**config.mk**
```make
export PLATFORM = sky130hd
export DESIGN_NAME = hzu_core
export DESIGN_NICKNAME = d
export VERILOG_FILES = /design/src/rtl/hzu_pkg.sv /design/src/rtl/hzu_match.sv /design/src/rtl/hzu_fwd_pick.sv /design/src/rtl/hzu_load_interlock.sv /design/src/rtl/hzu_core.sv
export SDC_FILE = /design/constraint.sdc
export NUM_CORES = 1
export LEC_CHECK = 0
export BUFFER_PORTS_ARGS = -buffer_cell sky130_fd_sc_hd__buf_2
export CAP_MARGIN = 20
export CORE_AREA = 2 2 39 41
export DETAILED_ROUTE_END_ITERATION = 16
export DIE_AREA = 0 0 41 43
export GPL_TIMING_DRIVEN = 0
export PLACE_DENSITY = 0.9
export SYNTH_ARGS = -nofsm -noshare
export SYNTH_HDL_FRONTEND = slang
export SYNTH_HIERARCHICAL = 1
export SYNTH_SLANG_ARGS = --single-unit
```
**constraint.sdc**
```tcl
create_clock -name vclk -period 1.4
set_clock_uncertainty 0.1 [all_clocks]
set_input_delay 0.07 -clock vclk [all_inputs]
set_output_delay 0.07 -clock vclk [all_outputs]
set_load 0.005 [all_outputs]
```
**src/rtl/hzu_pkg.sv**
```systemverilog
package hzu_pkg;
   typedef enum logic [1:0] {
      FWD_RF    = 2'd0,
      FWD_EXMEM = 2'd1,
      FWD_MEMWB = 2'd2
   } fwd_sel_e;
   localparam int FWD_SEL_W = 2;
endpackage

```
**src/rtl/hzu_match.sv**
```systemverilog
module hzu_match #(
   parameter int REG_AW     = 5,
   parameter bit ZERO_FIXED = 1'b1
) (
   input  logic [REG_AW-1:0] rd,
   input  logic              we,
   input  logic [REG_AW-1:0] src,
   output logic              hit
);
   generate
      if (ZERO_FIXED) begin : g_zero_fixed
         assign hit = we && (rd == src) && (|rd);
      end else begin : g_zero_plain
         assign hit = we && (rd == src);
      end
   endgenerate
endmodule

```
**src/rtl/hzu_fwd_pick.sv**
```systemverilog
module hzu_fwd_pick
   import hzu_pkg::*;
#(
   parameter int REG_AW     = 5,
   parameter bit ZERO_FIXED = 1'b1
) (
   input  logic [REG_AW-1:0] src,
   input  logic [REG_AW-1:0] mem_rd,
   input  logic              mem_wen,
   input  logic [REG_AW-1:0] wb_rd,
   input  logic              wb_wen,
   output fwd_sel_e          sel
);
   logic hit_mem, hit_wb;

   hzu_match #(.REG_AW(REG_AW), .ZERO_FIXED(ZERO_FIXED)) u_hit_mem (
      .rd(mem_rd), .we(mem_wen), .src(src), .hit(hit_mem));
   hzu_match #(.REG_AW(REG_AW), .ZERO_FIXED(ZERO_FIXED)) u_hit_wb (
      .rd(wb_rd), .we(wb_wen), .src(src), .hit(hit_wb));

   always_comb begin
      if (hit_mem)     sel = FWD_EXMEM;
      else if (hit_wb) sel = FWD_MEMWB;
      else             sel = FWD_RF;
   end
endmodule

```
**src/rtl/hzu_load_interlock.sv**
```systemverilog
module hzu_load_interlock #(
   parameter int REG_AW     = 5,
   parameter int NUM_SRC    = 2,
   parameter bit ZERO_FIXED = 1'b1
) (
   input  logic                      ex_is_load,
   input  logic [REG_AW-1:0]         ex_rd,
   input  logic [NUM_SRC*REG_AW-1:0] id_src_flat,
   output logic                      stall
);
   logic [NUM_SRC-1:0] hits;

   generate
      for (genvar k = 0; k < NUM_SRC; k++) begin : g_src
         hzu_match #(.REG_AW(REG_AW), .ZERO_FIXED(ZERO_FIXED)) u_hit (
            .rd (ex_rd),
            .we (ex_is_load),
            .src(id_src_flat[k*REG_AW +: REG_AW]),
            .hit(hits[k]));
      end
   endgenerate

   assign stall = |hits;
endmodule

```
**src/rtl/hzu_core.sv**
```systemverilog
module hzu_core
   import hzu_pkg::*;
#(
   parameter int REG_AW     = 5,
   parameter int NUM_SRC    = 2,
   parameter bit ZERO_FIXED = 1'b1
) (
   input  logic [NUM_SRC*REG_AW-1:0]    id_src_flat,
   input  logic [NUM_SRC*REG_AW-1:0]    ex_src_flat,
   input  logic                         ex_is_load,
   input  logic [REG_AW-1:0]            ex_rd,
   input  logic [REG_AW-1:0]            mem_rd,
   input  logic                         mem_wen,
   input  logic [REG_AW-1:0]            wb_rd,
   input  logic                         wb_wen,
   input  logic                         br_mispredict,
   output logic [NUM_SRC*FWD_SEL_W-1:0] fwd_sel_flat,
   output logic                         pc_hold,
   output logic                         ifid_hold,
   output logic                         idex_bubble,
   output logic                         ifid_squash
);
   localparam int SRC_BITS = NUM_SRC * REG_AW;

   generate
      if (REG_AW < 1 || REG_AW > 8) begin : g_bad_aw
         $error("hzu_core: REG_AW must lie in 1..8");
      end
      if (NUM_SRC < 1 || NUM_SRC > 4) begin : g_bad_src
         $error("hzu_core: NUM_SRC must lie in 1..4");
      end
      if (SRC_BITS < 1) begin : g_bad_bits
         $error("hzu_core: empty source bus");
      end
   endgenerate

   logic load_use;

   generate
      for (genvar k = 0; k < NUM_SRC; k++) begin : g_opnd
         fwd_sel_e sel_k;
         hzu_fwd_pick #(.REG_AW(REG_AW), .ZERO_FIXED(ZERO_FIXED)) u_pick (
            .src    (ex_src_flat[k*REG_AW +: REG_AW]),
            .mem_rd (mem_rd),
            .mem_wen(mem_wen),
            .wb_rd  (wb_rd),
            .wb_wen (wb_wen),
            .sel    (sel_k));
         assign fwd_sel_flat[k*FWD_SEL_W +: FWD_SEL_W] = sel_k;
      end
   endgenerate

   hzu_load_interlock #(
      .REG_AW(REG_AW), .NUM_SRC(NUM_SRC), .ZERO_FIXED(ZERO_FIXED)
   ) u_interlock (
      .ex_is_load (ex_is_load),
      .ex_rd      (ex_rd),
      .id_src_flat(id_src_flat),
      .stall      (load_use));

   assign pc_hold     = load_use;
   assign ifid_hold   = load_use;
   assign idex_bubble = load_use;
   assign ifid_squash = br_mispredict & ~load_use;
endmodule

```
== Word-level counts from Yosys, hierarchy flattened ==
Index checks and enable logic that the tools add are counted.
Widths: inputs -> output; s select.
Storage, ports and cells
  bits in latches: 0
  memories kept: 0
  memory bits (read-only): 0
  word-level logic and storage cells: 28
  input port bits: 39
  memory bits (writable): 0
  register bits after elaboration: 0
  output and inout port bits: 8
Cells by class
  multiplexer cells: 4
  shift-type cells: 0
  divide/modulo/power cells: 0
  multipliers: 0
  bitwise gates (word level): 2
  reductions and logical operators: 16
  equality and inequality tests: 6
  order comparisons: 0
  add/sub/neg operators: 0
Operator list (number)
  $eq 5x5->1: 6
  $reduce_or 5->1: 3
  $logic_and 1x1->1: 12
  $mux 2: 4
  $reduce_or 2->1: 1
  $and 1x1->1: 1
  $not 1->1: 1

== Logic depth before layout (Yosys ltp) ==
  depth in word-level cells: 6
  mapped depth: 5
  mapped depth without buffers: 5

== Modules after synthesis ==
The synthesis kept the hierarchy.
Modules (own cells, without submodules)
  hzu_match: instances 6, area an instance 70.1 um^2, cells each 10
  hzu_fwd_pick: instances 2, area an instance 21.3 um^2, cells each 2
  hzu_core: instances 1, area an instance 28.8 um^2, cells each 3
  hzu_load_interlock: instances 1, area an instance 6.3 um^2, cells each 1

== Least setup slack after synthesis ==
No wires, ideal clock.
  path kind: input-to-output
  start point: in id_src_flat[5]
  end point: out ifid_hold
  stages on the path: 5
  path slack: 0.226 ns
  buffers on the path: 1
  arrival time: 1.004 ns
  path through: nor4_1 > o21ai_0 > and4_1 > or2_1 > buf_4
Between the ends
  cells in the longest elaborated chain, start to end: 4
RTL lines
  from (decl): line hzu_core.sv:8  | input logic [NUM_SRC*REG_AW-1:0] id_src_flat,
  $eq 5x5->1: line hzu_match.sv:12  | assign hit = we && (rd == src) && (|rd);
  $logic_and 1x1->1 (2 in a row): line hzu_match.sv:12
  named net u_interlock.hits[1]: line hzu_load_interlock.sv:11  | logic [NUM_SRC-1:0] hits;
  $reduce_or 2->1: line hzu_load_interlock.sv:23  | assign stall = |hits;
  to (decl): line hzu_core.sv:19  | output logic ifid_hold,
The timed path passes the listed nets, and every way through them passes these cells.

== Worst setup path after layout ==
  start point: in ex_rd[1]
  end point: out ifid_hold
Between the ends
  cells in the longest elaborated chain, start to end: 4
  elaborated cells between the ends (all ways): 8
RTL lines
  from (decl): line hzu_core.sv:11  | input logic [REG_AW-1:0] ex_rd,
  $eq 5x5->1: line hzu_match.sv:12
  $logic_and 1x1->1: line hzu_match.sv:12
  $logic_and 1x1->1 (*): line hzu_match.sv:12
  named net u_interlock.hits[1]: line hzu_load_interlock.sv:11
  $reduce_or 2->1 (*): line hzu_load_interlock.sv:23
Mark *: on every way through the listed nets, which the timed path passes. The rest lies on a longest branch.

==> results.ini <==
[status]
status = finished clean

[pwr]
seq_power_share = 0
swShare = 0.458
powerDensity_nw_per_um2 = 245
p_leak_nw = 0.402
ir_drop_mv = 0.128
power_uw = 199
clockPowerShare = 0
p_comb_frac = 1.000
p_sw_uw = 91.3
p_int_uw = 108

[place]
dp_hpwl_um = 1240
placed_area_um2 = 753
place_inst = 131
gp_congestion = 0.783
portBuffers = 47
place_ws_ps = -104

[worst_hold_path]
hold_start = br_mispredict
hold_path_class = in -> out

[sta]
slew-limit-headroom = 0.837
min_period_ps = 1360
setup_viol = 0
setup_ws_ps = 38.4
rsz0062_at_grt = yes
finalMaxSlewViolations = 0
post-route-period-util = 0.973
hold_violations = 0
fin_tns_setup_ps = 0
max_freq_mhz = 734
tightest_slew_ps = 243

[synthesis]
syn-instance-count = 68
synth-warning-count = 6
synth_area_um2 = 498
synth_compound_area_frac = 0.0603
seq_area_frac_synth = 0
ys_types = 10
synth_top_family_by_area = simple AND/OR/NAND/NOR gates
synthXorXnorAreaFrac = 0.422
synth_mux_area_frac = 0
synth-simple-area-share = 0.457
syn_nets = 107
synth.avg_cell_area_um2 = 7.32
synth-adder-area-share = 0

[global_route]
grt_max_degree = 5
grt_pass1_vias = 611
grt_pass1_wl_um = 2130
antenna_found_initial = 0
grt_overflow = 0
track_usage = 0.162

[final_layout]
num_antenna_cells = 0
final_common_cell = buf_2
seq_cells = 0
n_clock_buffer = 0
instances_no_fill = 131
fin_area_um2 = 813
regArea_um2 = 0
multi_input_area_um2 = 492
nets = 156
fillCellCount = 123
drive_gt1_frac = 0.496
area_growth_pct = 63.3
mostFrequentLayoutCells = 43 x buf_2, 18 x xor2_1

[floorplanning]
core-area_um2 = 1380
dieArea_um2 = 1760
die_w_um = 41
die_h_um = 43
rows = 14
initial_core_util = 0.360
io_pins = 47

[drt]
via_per_inst = 4.92
drtIter0Drc = 3
wire_per_inst_um = 10.5
vias = 645
drt-total-wl_um = 1370
drt_first_pass_iters = 2
route.detailed.drc = 0
antenna_left = 0

[critical_path]
cp_num_buf_inv = 3
crit_fanout = 4
startpoint = ex_rd[1]
cp-end-kind = primary output
critPathLaunchType = input pin
path_cells = buf_2 > xor2_1 > nor3_1 > and4_1 > or2_4 > buf_6 > buf_6
cpMostUsedCell = buf_6
path_class = in -> out
crit_arrival_ps = 1190
cp_slowest_stage_delay_ps = 280
cp_top_family = simple AND/OR/NAND/NOR gates
required_ps = 1230
crit_path_top_delay_cell = or2_4

[clock_network]
cts_hold_buf = 0
postCtsSetupBuffers = 0

[job]
drv_cap = 0

[stage by stage]
stage / hold WS, ps / utilization
3_3_place_gp: 326 / 0.544
5_1_grt: 373 / 0.588
6_report: 330 / 0.588
2_1_floorplan: 144 / -
3_5_place_dp: 332 / 0.544
4_1_cts: 333 / 0.555
[cells in the mapped netlist]
library cell	number	area share
o21ai_0	6	0.060
nor3_1	6	0.060
or2_1	7	0.088
nor2b_4	3	0.083
xnor2_1	6	0.11
buf_4	4	0.060
and4_1	6	0.11
nand2_1	6	0.045
nor4_1	6	0.075
xor2_1	18	0.32
[routing by layer]
layer	vias to the layer above	track usage	routed length, µm
met5	-	0	0
met2	37	0.359	764
met1	275	0.149	463
met4	0	0	0
met3	0	0	144
li1	333	-	-
[power by group through the flow]
stage                     sequential [mW]  combinational (mW)  clock (mW)
after floorplan                         0              0.0809           0
after global placement                  0               0.177           0
after detailed placement                0               0.184           0
after CTS                               0               0.189           0
after global routing                    0               0.220           0
final                                   0               0.199           0
[layout make-up]
| type | count | share of cell area |
|---|---|---|
| Multi-Input combinational cell | 64 | 0.605 |
| Timing Repair Buffer | 47 | 0.325 |
| Tap cell | 16 | 0.0246 |
| Buffer | 4 | 0.0462 |
[worst paths after layout]
| kind | cells after the start | endpoint | slack (ps) |
|---|---|---|---|
| setup / recovery | 7 | ifid_hold | 40 |
| hold / removal | 3 | ifid_squash | 330 |
[cell families (layout without fill, tap and decap cells)]
kind of cell	Yosys count	count (layout)
AO/OA/AOI/OAI	6	6
XOR/XNOR	24	24
AND/OR/NAND/NOR	34	34
buffers and inverters	4	51
[what timing repair did]
action	4_1_cts	5_1_grt
cloned	0	0
setup endpoints to repair	3	3
resized for setup	5	10
pin swaps	5	4
Note: power is estimated with default switching activity, not from simulation.
